`config.mk`:
```
export PLATFORM = sky130hd
export DESIGN_NAME = alu_ripple_top
export DESIGN_NICKNAME = d
export VERILOG_FILES = /design/src/rtl/alu_rip_pkg.sv /design/src/rtl/alu_bit_slice.sv /design/src/rtl/alu_msb_slice.sv /design/src/rtl/alu_ripple_core.sv /design/src/rtl/alu_ripple_top.sv
export SDC_FILE = /design/constraint.sdc
export NUM_CORES = 1
export LEC_CHECK = 0
export BUFFER_PORTS_ARGS = -buffer_cell sky130_fd_sc_hd__buf_2
export CAP_MARGIN = 30
export CORE_MARGIN = 2
export CORE_UTILIZATION = 40
export CTS_CLUSTER_SIZE = 40
export DETAILED_ROUTE_END_ITERATION = 7
export GPL_TIMING_DRIVEN = 0
export SETUP_SLACK_MARGIN = 0.5
export SLEW_MARGIN = 40
export SYNTH_ARGS = -nofsm -noshare
export SYNTH_HDL_FRONTEND = slang
export SYNTH_SLANG_ARGS = --single-unit
```
`constraint.sdc`:
```
create_clock -name clk -period 22.1 [get_ports clk]
set_input_delay 3.315 -clock clk [delete_from_list [all_inputs] [get_ports clk]]
set_output_delay 3.315 -clock clk [all_outputs]
set_load 0.05 [all_outputs]
```
`src/rtl/alu_rip_pkg.sv`:
```
package alu_rip_pkg;
  localparam logic [2:0] OP_AND = 3'b000;
  localparam logic [2:0] OP_OR  = 3'b001;
  localparam logic [2:0] OP_ADD = 3'b010;
  localparam logic [2:0] OP_SUB = 3'b110;
  localparam logic [2:0] OP_SLT = 3'b111;

  localparam logic [1:0] SEL_AND  = 2'b00;
  localparam logic [1:0] SEL_OR   = 2'b01;
  localparam logic [1:0] SEL_SUM  = 2'b10;
  localparam logic [1:0] SEL_LESS = 2'b11;
endpackage

```
`src/rtl/alu_bit_slice.sv`:
```
module alu_bit_slice
  import alu_rip_pkg::*;
(
  input  logic       a,
  input  logic       b,
  input  logic       binv,
  input  logic       cin,
  input  logic       less,
  input  logic [1:0] sel,
  output logic       res,
  output logic       cout
);
  logic bx;
  logic sum;

  assign bx   = b ^ binv;
  assign sum  = a ^ bx ^ cin;
  assign cout = (bx & cin) | (a & cin) | (a & bx);

  always_comb begin
    unique case (sel)
      SEL_AND: res = a & bx;
      SEL_OR:  res = a | bx;
      SEL_SUM: res = sum;
      default: res = less;
    endcase
  end
endmodule

```
`src/rtl/alu_msb_slice.sv`:
```
module alu_msb_slice
  import alu_rip_pkg::*;
(
  input  logic       a,
  input  logic       b,
  input  logic       binv,
  input  logic       cin,
  input  logic       less,
  input  logic [1:0] sel,
  output logic       res,
  output logic       set,
  output logic       ovf
);
  logic bx;
  logic sum;
  logic cout;

  assign bx   = b ^ binv;
  assign sum  = a ^ bx ^ cin;
  assign cout = (bx & cin) | (a & cin) | (a & bx);
  assign set  = sum;
  assign ovf  = cin ^ cout;

  always_comb begin
    unique case (sel)
      SEL_AND: res = a & bx;
      SEL_OR:  res = a | bx;
      SEL_SUM: res = sum;
      default: res = less;
    endcase
  end
endmodule

```
`src/rtl/alu_ripple_core.sv`:
```
module alu_ripple_core #(
  parameter int W = 32
) (
  input  logic [W-1:0] a,
  input  logic [W-1:0] b,
  input  logic         binv,
  input  logic [1:0]   sel,
  output logic [W-1:0] res,
  output logic         ovf
);
  localparam int LAST = W - 1;

  logic [LAST:0] carry;
  logic          set_bit;

  assign carry[0] = binv;

  for (genvar i = 0; i < LAST; i++) begin : g_slice
    logic less_in;
    if (i == 0) begin : g_lsb
      assign less_in = set_bit;
    end else begin : g_mid
      assign less_in = 1'b0;
    end
    alu_bit_slice u_slice (
      .a    (a[i]),
      .b    (b[i]),
      .binv (binv),
      .cin  (carry[i]),
      .less (less_in),
      .sel  (sel),
      .res  (res[i]),
      .cout (carry[i+1])
    );
  end

  alu_msb_slice u_msb (
    .a    (a[LAST]),
    .b    (b[LAST]),
    .binv (binv),
    .cin  (carry[LAST]),
    .less (1'b0),
    .sel  (sel),
    .res  (res[LAST]),
    .set  (set_bit),
    .ovf  (ovf)
  );
endmodule

```
`src/rtl/alu_ripple_top.sv`:
```
module alu_ripple_top
  import alu_rip_pkg::*;
#(
  parameter int W = 32
) (
  input  logic         clk,
  input  logic         rst,
  input  logic [W-1:0] a_i,
  input  logic [W-1:0] b_i,
  input  logic [2:0]   op_i,
  output logic [W-1:0] result_o,
  output logic         zero_o,
  output logic         ovf_o
);
  logic [W-1:0] core_res;
  logic         core_ovf;
  logic         op_known;
  logic         op_arith;
  logic [W-1:0] res_d;
  logic [2:0]   op_q;

  alu_ripple_core #(.W(W)) u_core (
    .a    (a_i),
    .b    (b_i),
    .binv (op_i[2]),
    .sel  (op_i[1:0]),
    .res  (core_res),
    .ovf  (core_ovf)
  );

  assign op_arith = (op_i == OP_ADD) || (op_i == OP_SUB);
  assign op_known = op_arith || (op_i == OP_AND) || (op_i == OP_OR) || (op_i == OP_SLT);
  assign res_d    = op_known ? core_res : '0;

  always_ff @(posedge clk) begin
    if (rst) begin
      result_o <= '0;
      zero_o   <= 1'b1;
      ovf_o    <= 1'b0;
      op_q     <= OP_AND;
    end else begin
      result_o <= res_d;
      zero_o   <= ~(|res_d);
      ovf_o    <= op_arith & core_ovf;
      op_q     <= op_i;
    end
  end

  assert_add_R3: assert property (@(posedge clk) disable iff (rst)
    (op_i == OP_ADD) |=> (result_o == $past(a_i + b_i)));

  assert_sub_R4: assert property (@(posedge clk) disable iff (rst)
    (op_i == OP_SUB) |=> (result_o == $past(a_i - b_i)));

  assert_slt_high_zero_R5: assert property (@(posedge clk) disable iff (rst)
    (op_q == OP_SLT) |-> (result_o[W-1:1] == '0));

  assert_zero_flag_R6: assert property (@(posedge clk) disable iff (rst)
    (|result_o) |-> !zero_o);

  assert_no_overflow_R7: assert property (@(posedge clk) disable iff (rst)
    !((op_q == OP_ADD) || (op_q == OP_SUB)) |-> !ovf_o);

  assert_unused_clear_R8: assert property (@(posedge clk) disable iff (rst)
    ((op_i == 3'b011) || (op_i == 3'b100) || (op_i == 3'b101)) |=> (result_o == '0 && zero_o));

  assert_reset_state_R9: assert property (@(posedge clk)
    $past(rst) |-> (result_o == '0 && zero_o && !ovf_o));
endmodule

```
==> insert_results.sql, run 1 <==
INSERT INTO impl_metrics (metric_group, metric, value, unit) VALUES
('routing', 'drt_iter0_drc', '174', ''),
('global_route', 'first_global_vias', '3166', ''),
('die', 'dieArea', '10600', 'um2'),
('logic_synthesis', 'yosys_warnings', '0', ''),
('sta', 'number_of_max_slew_violations_in_the_final_report', '0', ''),
('clock_tree', 'cts_inserted_buffers', '5', ''),
('logic_synthesis', 'synth.yosys.seq_area_share', '17.3', '%'),
('pwr', 'p_leak', '2.39', 'nW'),
('worst_setup_path', 'critical-path-top-delay-family', 'adder cells', ''),
('logic_synthesis', 'ys.flop_type', 'dfxtp_1', ''),
('logic_synthesis', 'synth-compound-area-share', '8.75', '%'),
('clock_tree', 'cts.sinks', '34', ''),
('logic_synthesis', 'synthXorXnorAreaFrac', '7.79', '%'),
('logic_synthesis', 'yosys.area_share.simple', '19.8', '%'),
('clock_tree', 'tritoncts', 'done', ''),
('logic_synthesis', 'mappedNetlistArea', '3930', 'um2'),
('logic_synthesis', 'syn_inst', '412', ''),
('logic_synthesis', 'yosys.cell_types.count', '47', ''),
('run', 'cap_violations', '0', ''),
('logic_synthesis', 'synth_area_per_cell', '9.55', 'um2'),
('sta', 'fin_setup_tns', '0', 'ns'),
('worst_setup_path', 'slowest_delay', '0.49', 'ns'),
('routing', 'wl_met2', '5240', 'um'),
('global_route', 'antenna_violations_before_repair', '0', ''),
('hold_path', 'timing.hold.worst.start', 'rst', ''),
('pwr', 'power-per-cell-area', '47.2', 'nW/um2'),
('placed_design', 'gp_congestion', '0.832', ''),
('layout', 'layout_commonest_cell', 'buf_2', ''),
('status', 'outcome', 'finished, final reports clean', ''),
('routing', 'detailroute.via_count', '3208', ''),
('pwr', 'total_power_consumption', '221', 'uW'),
('sta', 'worst_slew_pin_slew', '0.525', 'ns'),
('global_route', 'grt_pass1_wl', '16100', 'um'),
('clock_tree', 'post_cts_resized', '0', ''),
('routing', 'vias_per_cell', '4.91', ''),
('clock_tree', 'clkSlewWorstSetupHoldPaths', '0.08', 'ns'),
('logic_synthesis', 'synth-edff-count', '0', ''),
('sta', 'min_period_over_period', '79.9', '%'),
('worst_setup_path', 'combined_buffer_and_inverter_count_along_the_critical_path', '6', ''),
('worst_setup_path', 'worst_ep_required_time', '22.26', 'ns'),
('sta', 'report.final.setup_viol', '0', ''),
('layout', 'antennaDiodeCount', '0', ''),
('hold_path', 'hold_end', 'result_o[18]', ''),
('logic_synthesis', 'synth.ff_latch_count', '34', ''),
('die', 'die_y', '103', 'um'),
('global_route', 'grt_util_all_layers', '20.1', '%'),
('sta', 'finalHoldViolCount', '0', ''),
('sta', 'fin_hold_ws', '3.40', 'ns'),
('logic_synthesis', 'postSynthNetCount', '574', ''),
('logic_synthesis', 'yosys.area_share.adder', '35.3', '%'),
('worst_setup_path', 'critPathArrivalTime', '17.82', 'ns'),
('worst_setup_path', 'worst_path_most_repeated_cell', 'fa_1', ''),
('routing', 'wirelength', '10400', 'um'),
('pwr', 'power.ir.vdd_worst', '0.0000253', 'V'),
('logic_synthesis', 'largest_family_of_logic_cells_by_synthesized_area', 'adder cells', ''),
('routing', 'antenna_violating_nets_post_route', '0', ''),
('sta', 'clock.fmax', '56.6', 'MHz'),
('worst_setup_path', 'critPathLaunchType', 'input pin', ''),
('routing', 'drc_errors', '0', ''),
('routing', 'highest-signal-layer', 'met4', ''),
('routing', 'wl_per_cell', '15.8', 'um'),
('worst_setup_path', 'timing.setup.critical_path_class', 'input pin to register', ''),
('routing', 'wl_met3', '629', 'um'),
('sta', 'slew_headroom', '64.1', '%'),
('routing', 'first_pass_detailed_route_iteration_total', '4', ''),
('layout', 'final_net_count', '682', ''),
('worst_setup_path', 'worst_setup_path_end_kind', 'register', ''),
('die', 'floorplan.initialDensity', '40.8', '%'),
('sta', 'clock_period_minus_worst_slack', '17.67', 'ns'),
('global_route', 'maximum_number_of_pins_on_one_net_before_global_route_repair', '13', ''),
('die', 'pin_count', '103', '');
==> flip-flops by register name, indices dropped and copies added, names as in the netlist <==
register	count
ovf_o	1
result_o	32
zero_o	1
==> power by group <==
part           total [mW]  internal [mW]  switching, mW
clock network      0.0471         0.0221         0.0249
logic               0.107         0.0397         0.0674
registers          0.0673         0.0662        0.00101
==> layer usage <==
layer | up-vias | GRT usage, %
met5 | - | 0
met1 | 1553 | 26.4
met4 | 0 | 4.25
li1 | 1560 | -
met2 | 88 | 35.7
met3 | 7 | 2.49
==> synthesized netlist by cell type, types with 2 or more instances <==
cell type	instances	share of area, %
nand4_1	3	0.48
nand3b_1	21	4.0
buf_2	6	0.76
or3b_2	2	0.45
o21ai_0	2	0.25
buf_4	4	0.76
clkbuf_2	2	0.25
a211oi_1	3	0.57
ha_1	63	20
fa_1	30	15
nor3b_1	2	0.38
nand2_1	3	0.29
xnor2_1	2	0.45
or4b_1	4	1.0
clkbuf_1	5	0.48
buf_6	6	1.7
o211ai_1	20	3.8
xor2_1	33	7.3
and2_1	23	3.7
a22oi_1	2	0.38
dfxtp_1	34	17
nor2_1	21	2.0
inv_1	65	6.2
or4b_2	17	4.3
a21oi_1	7	0.89
nand2b_1	2	0.32
a22o_1	2	0.45
or3b_1	3	0.67
o22a_1	2	0.45
nor4_1	6	0.95
==> how the worst max path moves through the flow <==
stage                     slack (ns)  cells after the start      to     from
final                           4.43                     43  zero_o  op_i[2]
after global routing            4.00                     43  zero_o  op_i[2]
after CTS                       4.43                     43  zero_o  op_i[2]
after detailed placement        4.15                     43  zero_o  op_i[2]
after global placement          4.25                     43  zero_o  op_i[2]
after floorplan                 5.48                     42  zero_o  op_i[2]
==> kinds of logic (layout without fill, tap and decap cells) <==
family / count (synthesis) / in the layout
buffers and inverters: 91 / 200
AO/OA/AOI/OAI: 45 / 45
AND/OR/NAND/NOR: 113 / 113
adder cells (fa/ha/maj): 93 / 93
XOR/XNOR: 35 / 35
flip-flops: 34 / 34
multiplexers: 1 / 1
==> metrics by stage <==
step	std cells	instance area, um2	utilization (%)	worst slack [ns]
floorplan	412	3930	-	5.48
global placement	646	4610	47.8	4.25
detailed placement	646	4610	47.8	4.15
CTS	654	4700	48.7	4.43
global route	654	4700	48.7	4.00
finish	654	4700	48.7	4.43
==> layout make-up <==
type	instances	area (um2)
buffer	25	175
clock inverter	3	21.3
multi-input combinational	287	2830
fill	964	4940
sequential	34	681
timing repair buffer	101	505
clock buffer	5	68.8
tap	133	166
inverter	66	248
Power figures use the tool's default switching activity.
==> run 2, diff against run 1 <==
PLACE_DENSITY = 0.66   (was default)
clock period = 15.2 ns   (was 22.1 ns; I/O delays follow)
==> run 2 against run 1 <==
Sequential share of layout area fell by 0.65 points. Highest routed layer unchanged. Via count is 1.1% higher. Wire length is 4.0% higher. Critical path type unchanged. Setup slack got worse by 3.9 ns.
==> insert_results.sql, run 2 (synthesized netlist as in run 1, its figures left out) <==
INSERT INTO impl_metrics (metric_group, metric, value, unit) VALUES
('status', 'outcome', 'finished, final reports clean', ''),
('die', 'die_y', '103', 'um'),
('global_route', 'first_global_vias', '3239', ''),
('sta', 'fin_setup_tns', '0', 'ns'),
('routing', 'wirelength', '10800', 'um'),
('routing', 'detailroute.via_count', '3244', ''),
('layout', 'drive_above_1_share', '37.3', '%'),
('run', 'cap_violations', '0', ''),
('die', 'pin_count', '103', ''),
('sta', 'finalHoldViolCount', '0', ''),
('routing', 'antenna_violating_nets_post_route', '0', ''),
('placed_design', 'placedCellCount', '646', ''),
('placed_design', 'preCtsSetupSlack', '-0.570', 'ns'),
('routing', 'drc_errors', '0', ''),
('clock_tree', 'clock_path_buffers', '2', ''),
('pwr', 'power.switching', '141', 'uW'),
('global_route', 'maximum_number_of_pins_on_one_net_before_global_route_repair', '13', ''),
('sta', 'slew_headroom', '58.7', '%'),
('pwr', 'comb_power_share', '47.9', '%'),
('worst_setup_path', 'path_max_fanout', '2', ''),
('layout', 'biggestRegsByFlops', 'result_o: 32 flops, ovf_o: 1 flops, zero_o: 1 flops', ''),
('layout', 'mostFrequentLayoutCells', 'buf_2, inv_1, ha_1', ''),
('worst_setup_path', 'critPathArrivalTime', '14.81', 'ns'),
('routing', 'drt_iter0_drc', '155', ''),
('clock_tree', 'tritoncts', 'done', ''),
('layout', 'antennaDiodeCount', '0', ''),
('pwr', 'power_frac_seq', '27.8', '%'),
('layout', 'area_delta_synth_final', '25.0', '%'),
('worst_setup_path', 'worst_ep_required_time', '15.38', 'ns'),
('clock_tree', 'htree_num_levels', '2', ''),
('global_route', 'grt_util_all_layers', '20.3', '%'),
('worst_setup_path', 'worst_path_most_repeated_cell', 'fa_2', ''),
('worst_setup_path', 'timing.setup.critical_path_class', 'input pin to register', ''),
('layout', 'final_net_count', '689', ''),
('clock_tree', 'clock_tree.root_cell', 'clkbuf_8', ''),
('pwr', 'power-per-cell-area', '71.6', 'nW/um2'),
('routing', 'wl_per_cell', '16.3', 'um'),
('sta', 'clock_period_minus_worst_slack', '14.64', 'ns'),
('layout', 'layoutNonFillerInstCount', '661', ''),
('sta', 'grt_setup_unrepaired', 'true', ''),
('clock_tree', 'cts.sinks', '34', ''),
('routing', 'vias_per_cell', '4.91', ''),
('clock_tree', 'cts-hold-fix-buffers', '0', ''),
('die', 'floorplan.initialDensity', '40.8', '%'),
('clock_tree', 'cts_inserted_buffers', '5', ''),
('layout', 'registers.top_by_ff_count', 'result_o', ''),
('placed_design', 'place_hpwl', '8530', 'um'),
('sta', 'final.setup.worst_slack', '0.564', 'ns'),
('pwr', 'p_leak', '2.43', 'nW'),
('layout', 'number_of_flip_flops_under_the_largest_register_name', '32', ''),
('hold_path', 'worst_hold_path_type', 'input pin to register', ''),
('placed_design', 'dpl_cell_area', '4670', 'um2'),
('placed_design', 'gp_congestion', '0.871', ''),
('layout', 'final_area', '4920', 'um2'),
('worst_setup_path', 'cpMaxStageDelayCell', 'fa_2', ''),
('sta', 'min_period_over_period', '96.3', '%'),
('sta', 'clock.fmax', '68.3', 'MHz'),
('die', 'die_w', '103', 'um'),
('sta', 'report.final.setup_viol', '0', ''),
('sta', 'worst_slew_pin_slew', '0.619', 'ns'),
('pwr', 'internal_power', '211', 'uW'),
('pwr', 'sw_frac_of_total', '40.1', '%'),
('pwr', 'power.ir.vdd_worst', '0.0000362', 'V'),
('pwr', 'power.clock.fraction', '24.3', '%'),
('global_route', 'grt_pass1_wl', '16400', 'um'),
('die', 'row_count', '36', ''),
('layout', 'layout_commonest_cell', 'buf_2', ''),
('clock_tree', 'clkSlewWorstSetupHoldPaths', '0.07', 'ns'),
('placed_design', 'numPortBuffers', '101', ''),
('die', 'core_region_area', '9640', 'um2'),
('global_route', 'overflow', '0', ''),
('worst_setup_path', 'worst_setup_path_end_kind', 'register', ''),
('global_route', 'antenna_violations_before_repair', '0', ''),
('sta', 'number_of_max_slew_violations_in_the_final_report', '0', ''),
('worst_setup_path', 'critPathLaunchType', 'input pin', ''),
('worst_setup_path', 'slowest_delay', '0.40', 'ns'),
('die', 'dieArea', '10600', 'um2'),
('routing', 'first_pass_detailed_route_iteration_total', '4', '');
[run 2: cell types whose count changed in the layout (fill, tap and decap cells not counted), sizes merged]
| cell | before | now |
|---|---|---|
| buf | 119 | 126 |
| bufinv | 0 | 1 |
| clkinv | 2 | 0 |
| clkinvlp | 1 | 2 |
[run 2: power groups by stage]
stage	clock (mW)	combinational, mW	sequential [mW]
2_1_floorplan	0	0.0853	0.126
3_3_place_gp	0	0.156	0.0999
3_5_place_dp	0	0.162	0.100
4_1_cts	0.0872	0.168	0.0980
5_1_grt	0.0906	0.187	0.0986
6_report	0.0856	0.169	0.0980
[run 2: critical path, delay by kind of cell]
family	cells	cell delay, ns
and+or+nand+nor	4	0.79
xor gates and xnor gates	1	0.15
buffers and inverters	6	0.61
AOI/OAI and AO/OA	2	0.31
adders and majority gates	31	10.62
[run 2: final cells by class]
cell class,count,area (um2)
Fill cell,941,4720
Clock inverter,3,45.0
Inverter,66,248
Sequential cell,34,681
Clock buffer,5,68.8
Multi-Input combinational cell,287,2950
Tap cell,133,166
Timing Repair Buffer,108,564
Buffer,25,198
[run 2: path summary, 6_finish.rpt]
path	cells past startpoint	start	end	slack, ns
setup / recovery	44	op_i[2]	zero_o	0.56
hold / removal	2	rst	result_o[0]	2.36
[run 2: repair_timing]
action	CTS	global route
pin swaps	11	7
endpoints found under the setup margin	5	3
gates resized for setup	20	2
setup buffers	6	1
gates cloned	0	0
[run 2: per-stage QoR]
step,hold slack [ns],power (mW),util [%]
CTS,2.37,0.353,50.8
global route,2.37,0.376,51.0
global placement,2.66,0.256,48.4
floorplan,2.59,0.212,-
detailed placement,2.66,0.262,48.4
finish,2.36,0.352,51.0
[run 2: per-layer routing]
metal  share of wire (%)  wire [um]  global-route usage [%]  vias to the layer above
li1                    -          -                       -                     1574
met1                  42       4530                    26.1                     1539
met2                  50       5430                    35.8                      117
met3                 6.4        688                    2.89                       14
met4                 1.1        120                    5.36                        0
met5                   0          0                       0                        -
